**src/rtl/hfclk_seq_pkg.sv**
```systemverilog
package hfclk_seq_pkg;
  localparam int NUM_SRC = 3;
  localparam int SRC_XO  = 0;
  localparam int SRC_PLL = 1;
  localparam int SRC_RC  = 2;

  // control -> datapath strobes
  typedef struct packed {
    logic [NUM_SRC-1:0] enD;           // per-source next enable (override applied)
    logic               pllOvrEn;      // PLL under software control
    logic               pllRstNOvrVal; // software value for PLL reset
  } seqStrobe_t;
endpackage

```
**src/rtl/hfclk_seq_ctrl.sv**
```systemverilog
module hfclk_seq_ctrl
  import hfclk_seq_pkg::*;
#(
  parameter int SEL_W = 2,
  parameter logic [SEL_W-1:0] SEL_CODE_XO = SEL_W'(2),
  parameter logic [SEL_W-1:0] SEL_CODE_RC = SEL_W'(0)
) (
  input  logic               clk,
  input  logic               rstN,
  input  logic               wakeEvt,
  input  logic               sleepEvt,
  input  logic               radioTimerIrq,
  input  logic               timerAutoOn,
  input  logic [SEL_W-1:0]   mcuClkSel,
  input  logic               rootSelFast,
  input  logic               railReady,
  input  logic               xoPwrUpEn,
  input  logic               pllPwrUpEn,
  input  logic [NUM_SRC-1:0] setReq,
  input  logic [NUM_SRC-1:0] clrReq,
  input  logic [NUM_SRC-1:0] sleepOffCfg,
  input  logic               dcdcOffCfg,
  input  logic               ldoOffCfg,
  input  logic [NUM_SRC-1:0] ovrEn,
  input  logic [NUM_SRC-1:0] ovrVal,
  input  logic               pllRstNOvrVal,
  output seqStrobe_t         strobe
);
  logic rootOnPll, sysOnXo, sysOnRc, irqAutoOn, railsOffAtSleep;
  logic [NUM_SRC-1:0] setTerm, clrTerm, reqQ, hwOn;

  assign rootOnPll       = ~rootSelFast;
  assign sysOnXo         = (mcuClkSel == SEL_CODE_XO);
  assign sysOnRc         = (mcuClkSel == SEL_CODE_RC);
  assign irqAutoOn       = radioTimerIrq & timerAutoOn;
  assign railsOffAtSleep = dcdcOffCfg & ldoOffCfg;

  // merge every request path per source
  always_comb begin
    setTerm[SRC_XO]  = setReq[SRC_XO] | setReq[SRC_PLL] | irqAutoOn |
                       (wakeEvt & (xoPwrUpEn | pllPwrUpEn | sysOnXo | rootOnPll));
    setTerm[SRC_PLL] = setReq[SRC_PLL] | irqAutoOn |
                       (wakeEvt & (pllPwrUpEn | rootOnPll));
    setTerm[SRC_RC]  = setReq[SRC_RC] | wakeEvt;

    clrTerm[SRC_XO]  = clrReq[SRC_XO] |
                       (sleepEvt & (sleepOffCfg[SRC_XO] | railsOffAtSleep));
    clrTerm[SRC_PLL] = clrReq[SRC_PLL] | (sleepEvt & sleepOffCfg[SRC_PLL]);
    clrTerm[SRC_RC]  = (clrReq[SRC_RC] & ~sysOnRc) |
                       (sleepEvt & sleepOffCfg[SRC_RC]);
  end

  // per-source request latch, clear dominant
  always_ff @(posedge clk or negedge rstN) begin
    if (!rstN) begin
      reqQ <= '0;
    end else begin
      for (int i = 0; i < NUM_SRC; i++) begin
        if (clrTerm[i])      reqQ[i] <= 1'b0;
        else if (setTerm[i]) reqQ[i] <= 1'b1;
      end
    end
  end

  // hardware-computed wish (PLL before its crystal gating)
  always_comb begin
    hwOn[SRC_XO]  = railReady & (reqQ[SRC_XO] | sysOnXo | rootOnPll);
    hwOn[SRC_PLL] = reqQ[SRC_PLL] | rootOnPll;
    hwOn[SRC_RC]  = railReady & reqQ[SRC_RC];
  end

  // software override per source
  generate
    for (genvar g = 0; g < NUM_SRC; g++) begin : g_ovr
      assign strobe.enD[g] = ovrEn[g] ? ovrVal[g] : hwOn[g];
    end
  endgenerate

  assign strobe.pllOvrEn      = ovrEn[SRC_PLL];
  assign strobe.pllRstNOvrVal = pllRstNOvrVal;
endmodule

```
**src/rtl/hfclk_seq_dp.sv**
```systemverilog
module hfclk_seq_dp
  import hfclk_seq_pkg::*;
#(
  parameter int CNT_W = 16
) (
  input  logic             clk,
  input  logic             rstN,
  input  seqStrobe_t       strobe,
  input  logic [CNT_W-1:0] settleCycles,
  output logic             xoEn,
  output logic             pllEn,
  output logic             pllRstN,
  output logic             rcEn,
  output logic             xoStable
);
  logic [CNT_W-1:0] settleCnt;
  logic pllHw, pllEnD, pllRstND;

  assign xoStable = xoEn & (settleCnt >= settleCycles);

  // PLL needs a stable crystal that also stays on at this edge
  assign pllHw    = strobe.enD[SRC_PLL] & xoStable & strobe.enD[SRC_XO];
  assign pllEnD   = strobe.pllOvrEn ? strobe.enD[SRC_PLL] : pllHw;
  assign pllRstND = strobe.pllOvrEn ? strobe.pllRstNOvrVal : (pllEn & pllHw);

  always_ff @(posedge clk or negedge rstN) begin
    if (!rstN) begin
      settleCnt <= '0;
    end else if (!xoEn) begin
      settleCnt <= '0;
    end else if (settleCnt < settleCycles) begin
      settleCnt <= settleCnt + CNT_W'(1);
    end
  end

  always_ff @(posedge clk or negedge rstN) begin
    if (!rstN) begin
      xoEn    <= 1'b0;
      rcEn    <= 1'b0;
      pllEn   <= 1'b0;
      pllRstN <= 1'b0;
    end else begin
      xoEn    <= strobe.enD[SRC_XO];
      rcEn    <= strobe.enD[SRC_RC];
      pllEn   <= pllEnD;
      pllRstN <= pllRstND;
    end
  end
endmodule

```
**src/rtl/hfclk_enable_seq.sv**
```systemverilog
module hfclk_enable_seq
  import hfclk_seq_pkg::*;
#(
  parameter int CNT_W = 16,
  parameter int SEL_W = 2
) (
  input  logic             clk,
  input  logic             rstN,
  input  logic             wakeEvt,
  input  logic             sleepEvt,
  input  logic             radioTimerIrq,
  input  logic             timerAutoOn,
  input  logic [SEL_W-1:0] mcuClkSel,
  input  logic             rootSelFast,
  input  logic             railReady,
  input  logic             xoPwrUpEn,
  input  logic             pllPwrUpEn,
  input  logic [2:0]       setReq,
  input  logic [2:0]       clrReq,
  input  logic [2:0]       sleepOffCfg,
  input  logic             dcdcOffCfg,
  input  logic             ldoOffCfg,
  input  logic [2:0]       ovrEn,
  input  logic [2:0]       ovrVal,
  input  logic             pllRstNOvrVal,
  input  logic [CNT_W-1:0] settleCycles,
  output logic             xoEn,
  output logic             pllEn,
  output logic             pllRstN,
  output logic             rcEn,
  output logic             xoStable
);
  seqStrobe_t strobe;

  hfclk_seq_ctrl #(
    .SEL_W(SEL_W),
    .SEL_CODE_XO(SEL_W'(2)),
    .SEL_CODE_RC(SEL_W'(0))
  ) i_ctrl (
    .clk(clk), .rstN(rstN), .wakeEvt(wakeEvt), .sleepEvt(sleepEvt),
    .radioTimerIrq(radioTimerIrq), .timerAutoOn(timerAutoOn),
    .mcuClkSel(mcuClkSel), .rootSelFast(rootSelFast), .railReady(railReady),
    .xoPwrUpEn(xoPwrUpEn), .pllPwrUpEn(pllPwrUpEn), .setReq(setReq),
    .clrReq(clrReq), .sleepOffCfg(sleepOffCfg), .dcdcOffCfg(dcdcOffCfg),
    .ldoOffCfg(ldoOffCfg), .ovrEn(ovrEn), .ovrVal(ovrVal),
    .pllRstNOvrVal(pllRstNOvrVal), .strobe(strobe)
  );

  hfclk_seq_dp #(.CNT_W(CNT_W)) i_dp (
    .clk(clk), .rstN(rstN), .strobe(strobe), .settleCycles(settleCycles),
    .xoEn(xoEn), .pllEn(pllEn), .pllRstN(pllRstN), .rcEn(rcEn),
    .xoStable(xoStable)
  );
endmodule

```
**config.mk**
```make
export PLATFORM = sky130hd
export DESIGN_NAME = hfclk_enable_seq
export DESIGN_NICKNAME = d
export VERILOG_FILES = /design/src/rtl/hfclk_seq_pkg.sv /design/src/rtl/hfclk_seq_ctrl.sv /design/src/rtl/hfclk_seq_dp.sv /design/src/rtl/hfclk_enable_seq.sv
export SDC_FILE = /design/constraint.sdc
export NUM_CORES = 1
export LEC_CHECK = 0
export CAP_MARGIN = 20
export CORE_MARGIN = 5
export CORE_UTILIZATION = 50
export DETAILED_ROUTE_END_ITERATION = 16
export PLACE_DENSITY_LB_ADDON = 0.2
export SYNTH_ARGS = -nofsm -noshare
export SYNTH_HDL_FRONTEND = slang
export SYNTH_SLANG_ARGS = --single-unit
```
**constraint.sdc**
```tcl
create_clock -name clk -period 4.7 [get_ports clk]
set_input_delay 0.705 -clock clk [delete_from_list [all_inputs] [get_ports clk]]
set_output_delay 0.705 -clock clk [all_outputs]
set_load 0.05 [all_outputs]
```
==> results.json, run 1 <==
{
  "area_delta_synth_final_pct": 36.69,
  "max_freq_ghz": 0.2342,
  "chipWidth_microns": 66.44,
  "p_leak_nw": 0.9602,
  "fin_util_pct": 71.31,
  "synth_edf_count": 0,
  "cts_buffers": 3,
  "ys_ff_latch": 23,
  "r2r_setup_slack_ns": 2.16,
  "routabilityCongestion": 0.8538,
  "grt_start_max_net_pins": 24,
  "cts_resized": 0,
  "ir_drop_mv": 0.1491,
  "synth_top_area_share_pct": 36.14,
  "vias": 1538,
  "finalCritPeriodShare_pct": 90.86,
  "syn_inst": 184,
  "synth_nets": 247,
  "dp.cells": 274,
  "avgRoutedWirePerCell_microns": 14.19,
  "pin_count": 51,
  "crit_buf_inv": 3,
  "max-slew-margin-rel_pct": 61.63,
  "synthTopCellsByCount": "23 x dfrtp_1, 21 x inv_1, 20 x a21oi_1",
  "cp.required_ns": 3.99,
  "final-max-slew-violation-count": 0,
  "dieArea_sq_um": 4414,
  "path_depth": 9,
  "min_period_ns": 4.270,
  "synth_flop_cell": "dfrtp_1",
  "start_util_pct": 52.17,
  "cts_tree": "yes",
  "status": "finished clean",
  "start_kind": "input port",
  "setup.worst_path.end": "xoStable",
  "path_delay_family": "buffers and inverters",
  "rr_worst_depth": 7,
  "ys_async_sr_fraction_pct": 100.0,
  "post_synth_num_cell_types": 33,
  "clkTransAtPathRegs_ns": 0.13,
  "crit_path_max_fanout": 22,
  "cts_hold_buf": 0,
  "setup-tns-final_ns": 0,
  "fin_skew_ns": 0.008298,
  "synth.most_common_cell": "dfrtp_1",
  "cts_buffer_depth": 2,
  "antenna_found_initial": 0,
  "ant_nets": 0,
  "crit_arrival_ns": 3.57,
  "fp.coreArea_sq_um": 3053,
  "num-nets-final": 299,
  "grt_usage_pct": 18.50,
  "synth.area.top_cells": "dfrtp_1 36%, ha_1 13%, a21oi_1 6.3%",
  "insertion_delay_ns": 0.31,
  "critPathKind": "input port to output port",
  "postCtsSetupRepairBufs": 0,
  "yosys_warnings": 0,
  "htree_levels": 1,
  "synth_top_area_cell": "dfrtp_1",
  "power_mw": 0.4005,
  "r2r-start": "i_dp.settleCnt[11]$_DFFE_PN0P_",
  "diodes": 0,
  "fp.dieH_microns": 66.44,
  "post-route-drc-count": 0,
  "io_buffers": 50,
  "powerDensity_nw_per_um2": 184.0,
  "drive_gt1_share_pct": 4.255,
  "startpoint": "settleCycles[15]",
  "drt-vias-per-instance": 5.513,
  "rsz0062_at_grt": "no",
  "dp.final_hpwl_mm": 3.292,
  "avgSynthCellArea_sq_um": 8.656,
  "cts_root_buf": "clkbuf_4",
  "grt.overflow.total": 0,
  "first_pass_iters": 4,
  "synth_area_sq_um": 1593,
  "critPathMaxStageDelay_ns": 0.81,
  "worstMarginPinSlew_ns": 0.5703,
  "pre_cts_ws_ns": 0.4336,
  "setup_viol": 0,
  "ys_seq_area_share_pct": 36.14,
  "r2r-end": "i_dp.settleCnt[14]$_DFFE_PN0P_",
  "worstSetupEndpointType": "output port",
  "slowest_stage": "clkdlybuf4s50_1",
  "final_cells": 279,
  "crit_chain": "clkdlybuf4s50_1 > inv_1 > ha_1 > nand4_1 > a2111oi_2 > or3b_4 > nor2_1 > nor2_1 > clkdlybuf4s50_1",
  "rows": 20,
  "hold_violations": 0,
  "drv_cap": 0,
  "drt-total-wl_mm": 3.958,
  "drt_iter0_drc": 48,
  "layout_setup_ws_ns": 0.4296,
  "cts.sinks": 23,
  "worstHoldPathType": "register to register",
  "first_global_vias": 1534,
  "grt_pass1_wl_mm": 6.299
}
power breakdown:
group	internal [mW]	switching (mW)
Combinational	0.0549	0.0426
Clock	0.0318	0.0617
Sequential	0.204	0.00520
Total	0.291	0.110
sequential cells by signal (all words and copies together), names as in the netlist:
| register | count |
|---|---|
| i_dp.settleCnt | 16 |
| i_dp.xoEn | 1 |
| i_dp.pllRstN | 1 |
| i_ctrl.reqQ | 3 |
| i_dp.pllEn | 1 |
| i_dp.rcEn | 1 |
kinds of logic after synthesis:
logic type	after synthesis	synth area share, %
AND/OR/NAND/NOR	65	21.99
AO/OA/AOI/OAI	47	17.83
buffers and inverters	25	6.599
flip-flops	23	36.13
adder cells (fa/ha/maj)	17	13.35
XOR/XNOR	4	2.199
multiplexers	3	1.885
cell type report:
type	instances	area [sq um]
Multi-Input combinational cell	136	912.1
Fill cell	258	875.8
Sequential cell	23	575.6
Timing Repair Buffer	51	528.0
Inverter	21	78.83
Tap cell	44	55.05
Clock buffer	3	22.52
Clock inverter	1	5.005
metrics by stage:
step                hold slack (ns)  cell area [sq um]
finish                       0.5614               2177
global route                 0.5880               2177
CTS                          0.5677               2150
detailed placement           0.5511               2122
global placement             0.5337               2122
floorplan                    0.4094               1593
worst reg2reg max path, stage by stage, from the launching register on:
cell and delay (ns):
dfrtp_1 0.47, ha_1 0.34, a21oi_1 0.15, o21ai_0 0.14, a21oi_1 0.19, or3b_4 0.51
or4_1 0.54, a21oi_1 0.15
per-layer routing:
layer / global-route usage, % / part of all wire, % / vias up
met4: 6.599 / 1.4 / 0
met1: 20.53 / 40 / 714
met2: 34.20 / 53 / 51
met5: 0 / 0 / -
met3: 3.912 / 6.4 / 6
li1: - / - / 767
worst min path at each step:
stage                                    start                    endpoint  cells past startpoint
floorplan                                 rstN  i_ctrl.reqQ[0]$_DFFE_PN0P_                      0
global placement    i_ctrl.reqQ[2]$_DFFE_PN0P_         i_dp.rcEn$_DFF_PN0_                      2
detailed placement  i_ctrl.reqQ[2]$_DFFE_PN0P_         i_dp.rcEn$_DFF_PN0_                      2
CTS                 i_ctrl.reqQ[2]$_DFFE_PN0P_         i_dp.rcEn$_DFF_PN0_                      2
global route        i_ctrl.reqQ[2]$_DFFE_PN0P_         i_dp.rcEn$_DFF_PN0_                      2
finish              i_ctrl.reqQ[2]$_DFFE_PN0P_         i_dp.rcEn$_DFF_PN0_                      2
cells in the final DEF (no fill, tap or decap), types with 3 or more instances in the layout:
master | netlist | final
clkbuf_4 | 0 | 3
nand2b_1 | 4 | 4
xnor2_1 | 4 | 4
o31ai_1 | 4 | 4
nand2_1 | 16 | 16
nand4_1 | 8 | 8
and3_1 | 5 | 5
nor2_1 | 10 | 10
a21oi_1 | 20 | 20
or3_1 | 7 | 7
clkdlybuf4s50_1 | 0 | 50
inv_1 | 21 | 21
dfrtp_1 | 23 | 23
nand3_1 | 4 | 4
mux2i_1 | 3 | 3
o21ai_0 | 14 | 14
nor4_1 | 3 | 3
ha_1 | 17 | 17
Power figures use the tool's default switching activity.
==> run 2, diff against run 1 <==
clock period = 5 ns   (was 4.7 ns; I/O delays follow)
==> results of run 2 <==
Same layout as run 1 (identical final DEF). Status: finished clean.
Main changes from that run: setup slack after placement 0.4336 ns -> 0.6436 ns; setup slack after layout 0.4296 ns -> 0.6396 ns; register-to-register setup slack 2.16 ns -> 2.46 ns; total power 0.4005 mW -> 0.3765 mW; worst IR drop on VDD 0.1491 mV -> 0.1402 mV
==> run 3, diff against run 2 <==
CORE_ASPECT_RATIO = 2   (was default)
CTS_BUF_LIST = sky130_fd_sc_hd__clkbuf_4 sky130_fd_sc_hd__clkbuf_8   (was default)
==> run 3 against run 2 <==
Against the previous run: maximum frequency shrank 3.4%; sequential power is essentially flat; worst setup slack lost 0.15 ns; wire length grew 6.7%.
==> results.json, run 3 (synthesis gave the netlist of run 1 again) <==
{
  "avgRoutedWirePerCell_microns": 15.88,
  "chipWidth_microns": 49.91,
  "critPathKind": "input port to output port",
  "largest_reg_flops": 16,
  "antenna_found_initial": 0,
  "cts_resized": 0,
  "path_delay_family": "buffers and inverters",
  "pin_count": 51,
  "cts_tree": "yes",
  "critPathMaxStageDelay_ns": 0.84,
  "pre_cts_ws_ns": 0.5091,
  "cts_hold_buf": 0,
  "drive_gt1_share_pct": 4.255,
  "ir_drop_mv": 0.1840,
  "grt_pass1_wl_mm": 7.417,
  "setup-tns-final_ns": 0,
  "setup_viol": 0,
  "drt-vias-per-instance": 5.883,
  "finalCritPeriodShare_pct": 90.26,
  "htree_levels": 1,
  "multi_input_comb_area_sq_um": 912.1,
  "vias": 1565,
  "fp.dieH_microns": 89.82,
  "layout_common_cells": "50 x clkdlybuf4s50_1, 23 x dfrtp_1, 21 x inv_1",
  "crit_buf_inv": 3,
  "worstHoldPathType": "register to register",
  "hold_violations": 0,
  "start_util_pct": 51.04,
  "cts_root_buf": "clkbuf_8",
  "cp.required_ns": 4.25,
  "crit_arrival_ns": 3.76,
  "crit_chain": "clkdlybuf4s50_1 > inv_1 > ha_1 > nand4_1 > a2111oi_2 > or3b_4 > nor2_1 > nor2_1 > clkdlybuf4s50_1",
  "final-max-slew-violation-count": 0,
  "fp.coreArea_sq_um": 3120,
  "powerDensity_nw_per_um2": 188.4,
  "layout_setup_ws_ns": 0.4871,
  "p_leak_nw": 0.9627,
  "cts_buffers": 3,
  "num-nets-final": 299,
  "fillCellCount": 251,
  "status": "finished clean",
  "cts.sinks": 23,
  "dp.final_hpwl_mm": 3.517,
  "drv_cap": 0,
  "drt-total-wl_mm": 4.225,
  "max-slew-margin-rel_pct": 57.32,
  "diodes": 0,
  "worstHoldPathCells": 2,
  "post-route-drc-count": 0,
  "grt.overflow.total": 0,
  "fin_util_pct": 69.45,
  "start_kind": "input port",
  "rows": 29,
  "worstMarginPinSlew_ns": 0.6344,
  "max_freq_ghz": 0.2216,
  "slowest_stage": "clkdlybuf4s50_1",
  "worstSetupEndpointType": "output port",
  "dieArea_sq_um": 4483,
  "min_period_ns": 4.513,
  "ant_nets": 0,
  "reg_top3": "i_dp.settleCnt (16), i_ctrl.reqQ (3)",
  "fin_skew_ns": 0.002225,
  "first_pass_iters": 6,
  "grt_start_max_net_pins": 24,
  "power_mw": 0.4083,
  "grt_usage_pct": 20.24,
  "cts_buffer_depth": 2,
  "regMostFlops": "i_dp.settleCnt",
  "first_global_vias": 1801,
  "insertion_delay_ns": 0.27,
  "crit_path_max_fanout": 22,
  "drt_iter0_drc": 38,
  "whs_ns": 0.5459,
  "clkTransAtPathRegs_ns": 0.09,
  "rr_worst_depth": 7,
  "seq_area_sq_um": 575.6,
  "final_common_cell": "clkdlybuf4s50_1",
  "rsz0062_at_grt": "no",
  "routabilityCongestion": 0.9066,
  "path_depth": 9,
  "io_buffers": 50,
  "area_delta_synth_final_pct": 36.06,
  "postCtsSetupRepairBufs": 0
}
## run 3: cell types whose count changed in the layout (fill, tap and decap cells not counted)
cell	change
clkbuf_4	-3
buf_8	+1
buf_16	-1
clkbuf_8	+3
## run 3: routing by layer
metal  vias up  routed length [microns]  global-route usage [%]
li1        760                        -                       -
met1       743                     1415                   17.28
met2        53                     2477                   40.64
met3         9                      236                   4.305
met4         0                       96                   8.972
met5         -                        0                       0
## run 3: area by class of cell
cell class / instances / share of cell area (%)
clock buffers: 3 / 1.905
repair buffers: 51 / 23.79
well taps: 31 / 1.790
flip-flops and latches: 23 / 26.56
clock inverters: 1 / 0.2309
multi-input cells: 136 / 42.09
inverters: 21 / 3.637
## run 3: where the power goes
part	internal, mW	switching, mW
registers	0.192	0.00517
clock network	0.0558	0.0654
logic	0.0505	0.0395
## run 3: path summary, 6_finish.rpt
check | endpoint | startpoint | slack (ns)
min in group asynchronous | i_dp.settleCnt[15]$_DFFE_PN0P_ | rstN | 0.81
max in group asynchronous | i_dp.settleCnt[11]$_DFFE_PN0P_ | rstN | 3.71
setup reg to reg | i_dp.settleCnt[7]$_DFFE_PN0P_ | i_dp.settleCnt[11]$_DFFE_PN0P_ | 2.50
setup / recovery | xoStable | settleCycles[13] | 0.49
hold / removal | i_dp.pllRstN$_DFF_PN0_ | i_dp.pllEn$_DFF_PN0_ | 0.55
hold reg to reg | i_dp.pllRstN$_DFF_PN0_ | i_dp.pllEn$_DFF_PN0_ | 0.55
## run 3: worst reg2reg max path, stage by stage, from the launching register on
cell and delay [ns]:
dfrtp_1 0.45, ha_1 0.33, a21oi_1 0.14, o21ai_0 0.14, a21oi_1 0.17, or3b_4 0.50, or4_1 0.54, a21oi_1 0.16
## run 3: metrics by stage
stage	area [sq um]	std cells
2_1_floorplan	1593	184
3_3_place_gp	2106	261
3_5_place_dp	2106	261
4_1_cts	2152	265
5_1_grt	2167	266
6_report	2167	266
